--- config.mk ---
export PLATFORM = sky130hd
export DESIGN_NAME = fsusp_ctl_reg
export DESIGN_NICKNAME = d
export VERILOG_FILES = /design/src/rtl/fsusp_pkg.sv /design/src/rtl/fsusp_unlock_bit.sv /design/src/rtl/fsusp_req_bit.sv /design/src/rtl/fsusp_wake_clr.sv /design/src/rtl/fsusp_ctl_reg.sv
export SDC_FILE = /design/constraint.sdc
export NUM_CORES = 1
export LEC_CHECK = 0
export CAP_MARGIN = 10
export CORE_AREA = 2 2 39 41
export DETAILED_ROUTE_END_ITERATION = 8
export DIE_AREA = 0 0 41 43
export DONT_BUFFER_PORTS = 1
export GPL_ROUTABILITY_DRIVEN = 0
export PLACE_DENSITY = 0.57
export SETUP_SLACK_MARGIN = 0.2
export SLEW_MARGIN = 20
export SYNTH_ARGS = -nofsm -noshare
export SYNTH_HDL_FRONTEND = slang
export SYNTH_HIERARCHICAL = 1
export SYNTH_SLANG_ARGS = --single-unit
export TNS_END_PERCENT = 10
--- constraint.sdc ---
create_clock -name clk -period 2.4 [get_ports clk]
set_clock_uncertainty 0.2 [all_clocks]
set_input_delay 0.48 -clock clk [delete_from_list [all_inputs] [get_ports clk]]
set_output_delay 0.48 -clock clk [all_outputs]
set_load 0.01 [all_outputs]
--- src/rtl/fsusp_pkg.sv ---
package fsusp_pkg;
  localparam int REG_W      = 8;
  localparam int EN_BIT     = 0;
  localparam int REQ_BIT    = 1;
  localparam int IRQEN_BIT  = 2;
  localparam int WAIT_BIT   = 4;
  localparam int LCR_BIT    = 7;
  localparam int CSEL_W     = 2;
  localparam logic [REG_W-1:0] GUARD_MASK = 8'h85;
  localparam logic [REG_W-1:0] PLAIN_MASK = 8'h38;

  typedef struct packed {
    logic              evt;
    logic [CSEL_W-1:0] clk_sel;
    logic              nodiv;
  } wake_t;
endpackage

--- src/rtl/fsusp_unlock_bit.sv ---
module fsusp_unlock_bit (
  input  logic clk,
  input  logic rst_n,
  input  logic wr_here,
  input  logic wr_other,
  input  logic wbit,
  input  logic force_clr,
  output logic q
);
  logic armed;

  always_ff @(posedge clk or negedge rst_n) begin
    if (!rst_n) begin
      q     <= 1'b0;
      armed <= 1'b0;
    end else begin
      if (force_clr)
        q <= 1'b0;
      else if (wr_here)
        q <= wbit ? (q | armed) : 1'b0;

      if (wr_here)
        armed <= ~wbit;
      else if (wr_other)
        armed <= 1'b0;
    end
  end
endmodule

--- src/rtl/fsusp_req_bit.sv ---
module fsusp_req_bit (
  input  logic clk,
  input  logic rst_n,
  input  logic wr_here,
  input  logic wbit,
  input  logic rewrite_en,
  input  logic irq_req,
  input  logic irq_en,
  output logic q
);
  logic hw_set;
  logic sw_set;
  logic sw_clr;

  always_comb begin
    hw_set = irq_req & irq_en;
    sw_set = wr_here & wbit;
    sw_clr = wr_here & ~wbit & rewrite_en;
  end

  always_ff @(posedge clk or negedge rst_n) begin
    if (!rst_n)
      q <= 1'b0;
    else if (hw_set | sw_set)
      q <= 1'b1;
    else if (sw_clr)
      q <= 1'b0;
  end
endmodule

--- src/rtl/fsusp_wake_clr.sv ---
module fsusp_wake_clr
  import fsusp_pkg::*;
#(
  parameter int SEL_W = CSEL_W
) (
  input  logic             wake_evt,
  input  logic [SEL_W-1:0] wake_clk_sel,
  input  logic             wake_nodiv,
  output logic             clr
);
  logic fast_clk;

  always_comb begin
    fast_clk = wake_clk_sel[SEL_W-1];
    clr      = wake_evt & (fast_clk | wake_nodiv);
  end
endmodule

--- src/rtl/fsusp_ctl_reg.sv ---
module fsusp_ctl_reg
  import fsusp_pkg::*;
#(
  parameter int W = REG_W,
  parameter logic [REG_W-1:0] GMASK = GUARD_MASK,
  parameter logic [REG_W-1:0] PMASK = PLAIN_MASK
) (
  input  logic              clk,
  input  logic              rst_n,
  input  logic              bus_valid,
  output logic              bus_ready,
  input  logic              bus_sel,
  input  logic [W-1:0]      bus_wdata,
  output logic [W-1:0]      rd_data,
  input  logic              irq_req,
  input  logic              rewrite_en,
  input  logic              wake_evt,
  input  logic [CSEL_W-1:0] wake_clk_sel,
  input  logic              wake_nodiv,
  output logic              suspend_o,
  output logic              no_wait_cycle_o,
  output logic              low_cur_read_o
);
  logic         fire;
  logic         wr_here;
  logic         wr_other;
  logic         lcr_clr;
  logic [W-1:0] reg_q;
  wake_t        wk;

  always_comb begin
    bus_ready = 1'b1;
    fire      = bus_valid & bus_ready;
    wr_here   = fire & bus_sel;
    wr_other  = fire & ~bus_sel;
    wk.evt     = wake_evt;
    wk.clk_sel = wake_clk_sel;
    wk.nodiv   = wake_nodiv;
  end

  fsusp_wake_clr #(.SEL_W(CSEL_W)) u_wake (
    .wake_evt     (wk.evt),
    .wake_clk_sel (wk.clk_sel),
    .wake_nodiv   (wk.nodiv),
    .clr          (lcr_clr)
  );

  for (genvar i = 0; i < W; i++) begin : g_bit
    if (GMASK[i]) begin : g_guard
      logic fclr;
      assign fclr = (i == LCR_BIT) ? lcr_clr : 1'b0;
      fsusp_unlock_bit u_ub (
        .clk       (clk),
        .rst_n     (rst_n),
        .wr_here   (wr_here),
        .wr_other  (wr_other),
        .wbit      (bus_wdata[i]),
        .force_clr (fclr),
        .q         (reg_q[i])
      );
    end else if (i == REQ_BIT) begin : g_req
      fsusp_req_bit u_rb (
        .clk        (clk),
        .rst_n      (rst_n),
        .wr_here    (wr_here),
        .wbit       (bus_wdata[i]),
        .rewrite_en (rewrite_en),
        .irq_req    (irq_req),
        .irq_en     (reg_q[IRQEN_BIT]),
        .q          (reg_q[i])
      );
    end else if (PMASK[i]) begin : g_plain
      logic pq;
      always_ff @(posedge clk or negedge rst_n) begin
        if (!rst_n)
          pq <= 1'b0;
        else if (wr_here)
          pq <= bus_wdata[i];
      end
      assign reg_q[i] = pq;
    end else begin : g_none
      assign reg_q[i] = 1'b0;
    end
  end

  always_comb begin
    rd_data         = reg_q;
    suspend_o       = reg_q[EN_BIT] & reg_q[REQ_BIT];
    no_wait_cycle_o = reg_q[WAIT_BIT];
    low_cur_read_o  = reg_q[LCR_BIT];
  end
endmodule

==> results.cfg, run 1 <==
[sta]
max_freq_ghz = 0.636
setup_viol = 0
slew_viol_final = 0
period_share_pct = 65.5
period_minus_slack_ns = 1.57
finalSetupTns_ns = 0
rsz0062_at_grt = no
finalHoldViolCount = 0

[worst_setup_path]
end_kind = primary output
critPathMaxFanout = 3
cp.required_ns = 1.72
worstPathArrival_ns = 0.89
cpPeakStageDelay_ns = 0.43
crit_type = reg -> out
cp_slowest_cell = dfrtp_1
critPathLaunchType = register
worstPathCellList = and2_1
worst-path-buf-inv = 0
crit_family = flip-flops

[power_and_ir_drop]
vdd_drop_max_uv = 293
total_power_mw = 0.363
power_density_nw_per_um2 = 690
p_leak_nw = 0.247

[clock_network]
cts-root-buf = clkbuf_4
cts_buffer_depth = 2
cts_buffers = 3
clk_latency_ns = 0.26
cts_resized = 0
cts_tree = done
cts_sinks = 10
htreeDepth = 1
clk_transition_reported_paths_ns = 0.06

[synthesis]
synth.most_common_cell = dfrtp_1
synth_top_area_share_pct = 49.0
synth_top_cell_by_area = dfrtp_1
async_flop_share_pct = 100
ys_warn_count = 6
synth_edf_count = 0
synth_area_sq_um = 510
synth_cells = 43
yosys-top-cells-count = dfrtp_1 (10), buf_4 (6)
ys_seq_area_share_pct = 49.0
ys_top_cells_by_area = dfrtp_1 (49%), buf_4 (8.8%), mux2_4 (8.8%)
ys_seq_elements = 10
synth_cell_types = 16
synth-main-ff-cell = dfrtp_1
avgSynthCellArea_sq_um = 11.9

[global_route]
grt_overflow = 0
antenna_found_initial = 0
grt_pass1_vias = 341
grt_pass1_wl_um = 1350
grt_usage_pct = 12.1
grt_start_max_net_pins = 12

[min_path]
hold_class = in -> reg

[die]
initial_utilization_pct = 36.9
die_area_sq_um = 1760
core_area_sq_um = 1380
die_w_um = 41
die_y_um = 43
num_io_pins = 30
rows = 14

[finish]
syn_to_final_growth_pct = 2.94
antenna_cells = 0
nNetsFinal = 63
drive_above_1_share_pct = 25.6
post-route-util_pct = 38.0

[drt]
detail_route.wl_per_cell_um = 14.8
drtIter0Drc = 4
vias = 283
drc = 0
wirelength_um = 871
via_per_inst = 4.80
drt-pass1-iter-count = 4
postRouteAntennaNets = 0

[place]
dp_hpwl_um = 657
portBuffers = 0

[run]
maxCapViolations = 0

[run_status]
outcome = finished clean
## stage by stage
step	cell area [sq um]	std cells	hold slack, ns	worst slack [ns]
global placement	493	55	-0.0154	0.879
finish	526	59	0.173	0.827
floorplan	518	45	-0.0156	0.983
global route	526	59	0.155	0.772
CTS	526	59	0.161	0.815
detailed placement	493	55	-0.0153	0.837
## cells in the final DEF, fill, tap and decap left out
cell type and count:
conb_1 4, and2b_2 1, mux2_4 3, o21a_1 1
and2_1 1, or2_1 3, dfrtp_1 10, clkbuf_4 3
dlygate4sd3_1 1, nor3_1 3, a21oi_1 3, inv_1 1
a221o_1 1, nor2b_4 3, a21boi_1 1, nand2_2 1
nor3b_1 3
## registers in the layout, summed over array words and instances, names as in the netlist
register	flops
g_bit.g_plain.pq	2
g_bit.g_guard.u_ub/q	3
g_bit.g_req.u_rb/q	1
no_wait_cycle_o	1
g_bit.g_guard.u_ub/armed	3
## where the power goes
| group | total (mW) | switching [mW] | internal, mW |
|---|---|---|---|
| Sequential | 0.207 | 0.0206 | 0.186 |
| Clock | 0.109 | 0.0515 | 0.0576 |
| Combinational | 0.0466 | 0.0193 | 0.0273 |
| Total | 0.363 | 0.0914 | 0.271 |
## cell families after synthesis
group                  after synthesis  share of synthesized area (%)
flip-flops                          10                           49.0
AND/OR/NAND/NOR                     15                           23.3
multiplexers                         3                           8.82
other                                2                           1.47
AO/OA/AOI/OAI                        6                           7.84
buffers and inverters                7                           9.56
## area by class of cell
cell class                      count  area (sq um)
Timing Repair Buffer                1          10.0
Tap cell                           16          20.0
Multi-Input combinational cell     28           219
Inverter                            1          3.75
Fill cell                         146           858
Sequential cell                    10           250
Clock buffer                        3          22.5
## timing repair
action / 4_1_cts / 5_1_grt
hold buffers: 1 / 0
endpoints found under the hold margin: 10 / 0
buffers inserted: 0 / 0
## worst paths after layout
kind	endpoint	slack, ns	depth (start not counted)	start
hold reg to reg	g_bit[5].g_plain.pq$_DFFE_PN0P_	0.38	1	g_bit[5].g_plain.pq$_DFFE_PN0P_
hold / removal	g_bit[1].g_req.u_rb/q$_DFFE_PN0P_	0.17	1	bus_wdata[1]
setup / recovery	suspend_o	0.83	1	g_bit[0].g_guard.u_ub/q$_DFFE_PN0P_
max in group asynchronous	g_bit[7].g_guard.u_ub/q$_DFFE_PN0P_	1.27	1	rst_n
min in group asynchronous	g_bit[0].g_guard.u_ub/armed$_DFFE_PN0P_	0.41	1	rst_n
setup reg to reg	g_bit[1].g_req.u_rb/q$_DFFE_PN0P_	1.22	2	g_bit[1].g_req.u_rb/q$_DFFE_PN0P_
## metal layers
| metal | track usage, % | part of all wire, % | routed length [um] |
|---|---|---|---|
| met2 | 17.5 | 49 | 427 |
| met3 | 4.19 | 11 | 97 |
| met1 | 13.3 | 39 | 336 |
| met4 | 10.0 | 1.1 | 10 |
| met5 | 0 | 0 | 0 |
Note: power is estimated with default switching activity, not from simulation.
==> inputs of run 2 (changes only) <==
--- a/config.mk
+++ b/config.mk
@@ -11,7 +11,7 @@
 export DIE_AREA = 0 0 41 43
 export DONT_BUFFER_PORTS = 1
 export GPL_ROUTABILITY_DRIVEN = 0
-export PLACE_DENSITY = 0.57
+export PLACE_DENSITY = 0.58
 export SETUP_SLACK_MARGIN = 0.2
 export SLEW_MARGIN = 20
 export SYNTH_ARGS = -nofsm -noshare
==> constraint.sdc (replaced) <==
create_clock -name clk -period 1.4 [get_ports clk]
set_clock_uncertainty 0.2 [all_clocks]
set_input_delay 0.28 -clock clk [delete_from_list [all_inputs] [get_ports clk]]
set_output_delay 0.28 -clock clk [all_outputs]
set_load 0.01 [all_outputs]
==> results.cfg, run 2 (synthesis results as in run 1) <==
[sta]
rsz0062_at_grt = yes
max_freq_ghz = 0.740
period_minus_slack_ns = 1.35
slew_viol_final = 0
setup_viol = 0
holdWs_ns = -0.0222
setup_slack_ns = 0.0484
finalHoldViolCount = 1
period_share_pct = 96.5

[worst_setup_path]
critPathLaunchType = register
crit_family = flip-flops
r2r_slack_ns = 0.22
worstPathCellList = and2_4
worstPathArrival_ns = 0.87
worst-path-buf-inv = 0
r2r_start = g_bit[1].g_req.u_rb/q$_DFFE_PN0P_
critPathMaxFanout = 3
crit_type = reg -> out
reg2regPathDepth = 2
cpPeakStageDelay_ns = 0.43
end_kind = primary output
cp.required_ns = 0.92
cp_slowest_cell = dfrtp_1
r2r-end = g_bit[1].g_req.u_rb/q$_DFFE_PN0P_

[clock_network]
cts_setup_buffers = 0
clk_transition_reported_paths_ns = 0.06
cts-root-buf = clkbuf_4
cts_tree = done
htreeDepth = 1
cts_buffers = 3
hold_buffers = 11
clk_latency_ns = 0.25
cts_buffer_depth = 2
cts_sinks = 10

[drt]
wirelength_um = 921
via_per_inst = 4.80
vias = 331
drt-pass1-iter-count = 3
postRouteAntennaNets = 0
drtIter0Drc = 3
drc = 0
detail_route.wl_per_cell_um = 13.3

[place]
pre_cts_ws_ns = 0.163
portBuffers = 0
postPlaceCellArea_sq_um = 493
dp.cells = 55

[power_and_ir_drop]
power_density_nw_per_um2 = 1020
p_leak_nw = 0.285
vdd_drop_max_uv = 426
total_power_mw = 0.647

[global_route]
grt_overflow = 0
grt_pass1_vias = 350
antenna_found_initial = 0
grt_pass1_wl_um = 1390
grt_start_max_net_pins = 12
grt_usage_pct = 12.7

[finish]
layout.cells.non_filler = 69
final_cell_mix = dlygate4sd3_1 (11), dfrtp_1 (7), conb_1 (4)
nNetsFinal = 73
antenna_cells = 0
biggestRegsByFlops = g_bit.g_guard.u_ub/armed x3, g_bit.g_guard.u_ub/q x3, g_bit.g_plain.pq x2
final_area_sq_um = 636
n_fill_cell = 138
final_common_cell = dlygate4sd3_1
drive_above_1_share_pct = 32.1
syn_to_final_growth_pct = 24.5

[run_status]
outcome = finished, violations left
violations = hold timing

[min_path]
hold_path.startpoint = irq_req
min_path_cells = 1
hold_class = in -> reg
whs_endpoint = g_bit[1].g_req.u_rb/q$_DFFE_PN0P_

[die]
num_io_pins = 30
die_w_um = 41
initial_utilization_pct = 36.9
die_area_sq_um = 1760
rows = 14
core_area_sq_um = 1380
die_y_um = 43

[run]
maxCapViolations = 0
run 2: cell count changes in the layout (fill, tap and decap cells not counted), sizes merged:
cell / previous run / this run
dlygate4sd3: 1 / 11
run 2: how the worst max path moves through the flow:
stage,depth (start not counted),startpoint,end
after floorplan,4,bus_sel,g_bit[1].g_req.u_rb/q$_DFFE_PN0P_
after detailed placement,4,bus_sel,g_bit[1].g_req.u_rb/q$_DFFE_PN0P_
after global routing,1,g_bit[1].g_req.u_rb/q$_DFFE_PN0P_,suspend_o
after global placement,4,bus_sel,g_bit[1].g_req.u_rb/q$_DFFE_PN0P_
final,1,g_bit[1].g_req.u_rb/q$_DFFE_PN0P_,suspend_o
after CTS,1,g_bit[1].g_req.u_rb/q$_DFFE_PN0P_,suspend_o
run 2: through the flow:
step,utilization [%],setup TNS (ns),hold WS [ns]
6_report,45.9,0,-0.0222
5_1_grt,45.9,-0.0209,-0.0429
4_1_cts,45.4,0,-0.0338
3_5_place_dp,35.6,0,-0.215
3_3_place_gp,35.6,0,-0.215
2_1_floorplan,-,0,-0.216
run 2: cell type report:
type	instances	area, sq um	share of cell area [%]
clock buffer	3	22.5	3.54
inverter	1	3.75	0.591
multi-input combinational	28	225	35.4
sequential	10	254	40.0
tap	16	20.0	3.15
timing repair buffer	11	110	17.3
run 2: power breakdown:
part | internal, mW | total [mW] | leakage [nW] | switching (mW)
logic | 0.0674 | 0.106 | 0.149 | 0.0389
registers | 0.321 | 0.357 | 0.122 | 0.0358
clock network | 0.0986 | 0.184 | 0.0138 | 0.0859
total | 0.487 | 0.647 | 0.285 | 0.161
run 2: routing by layer:
metal  up-vias  wire, um  track usage, %
li1        155         -               -
met1       155       369            12.6
met2        21       442            17.8
met3         0       109            9.42
met4         0         0            8.00
met5         -         0               0
run 2: repair_timing:
item | CTS | global route
endpoints found under the hold margin | 17 | 1
gates resized for setup | 1 | 4
setup endpoints to repair | 5 | 10
pin swaps | 1 | 0
gates cloned | 0 | 0
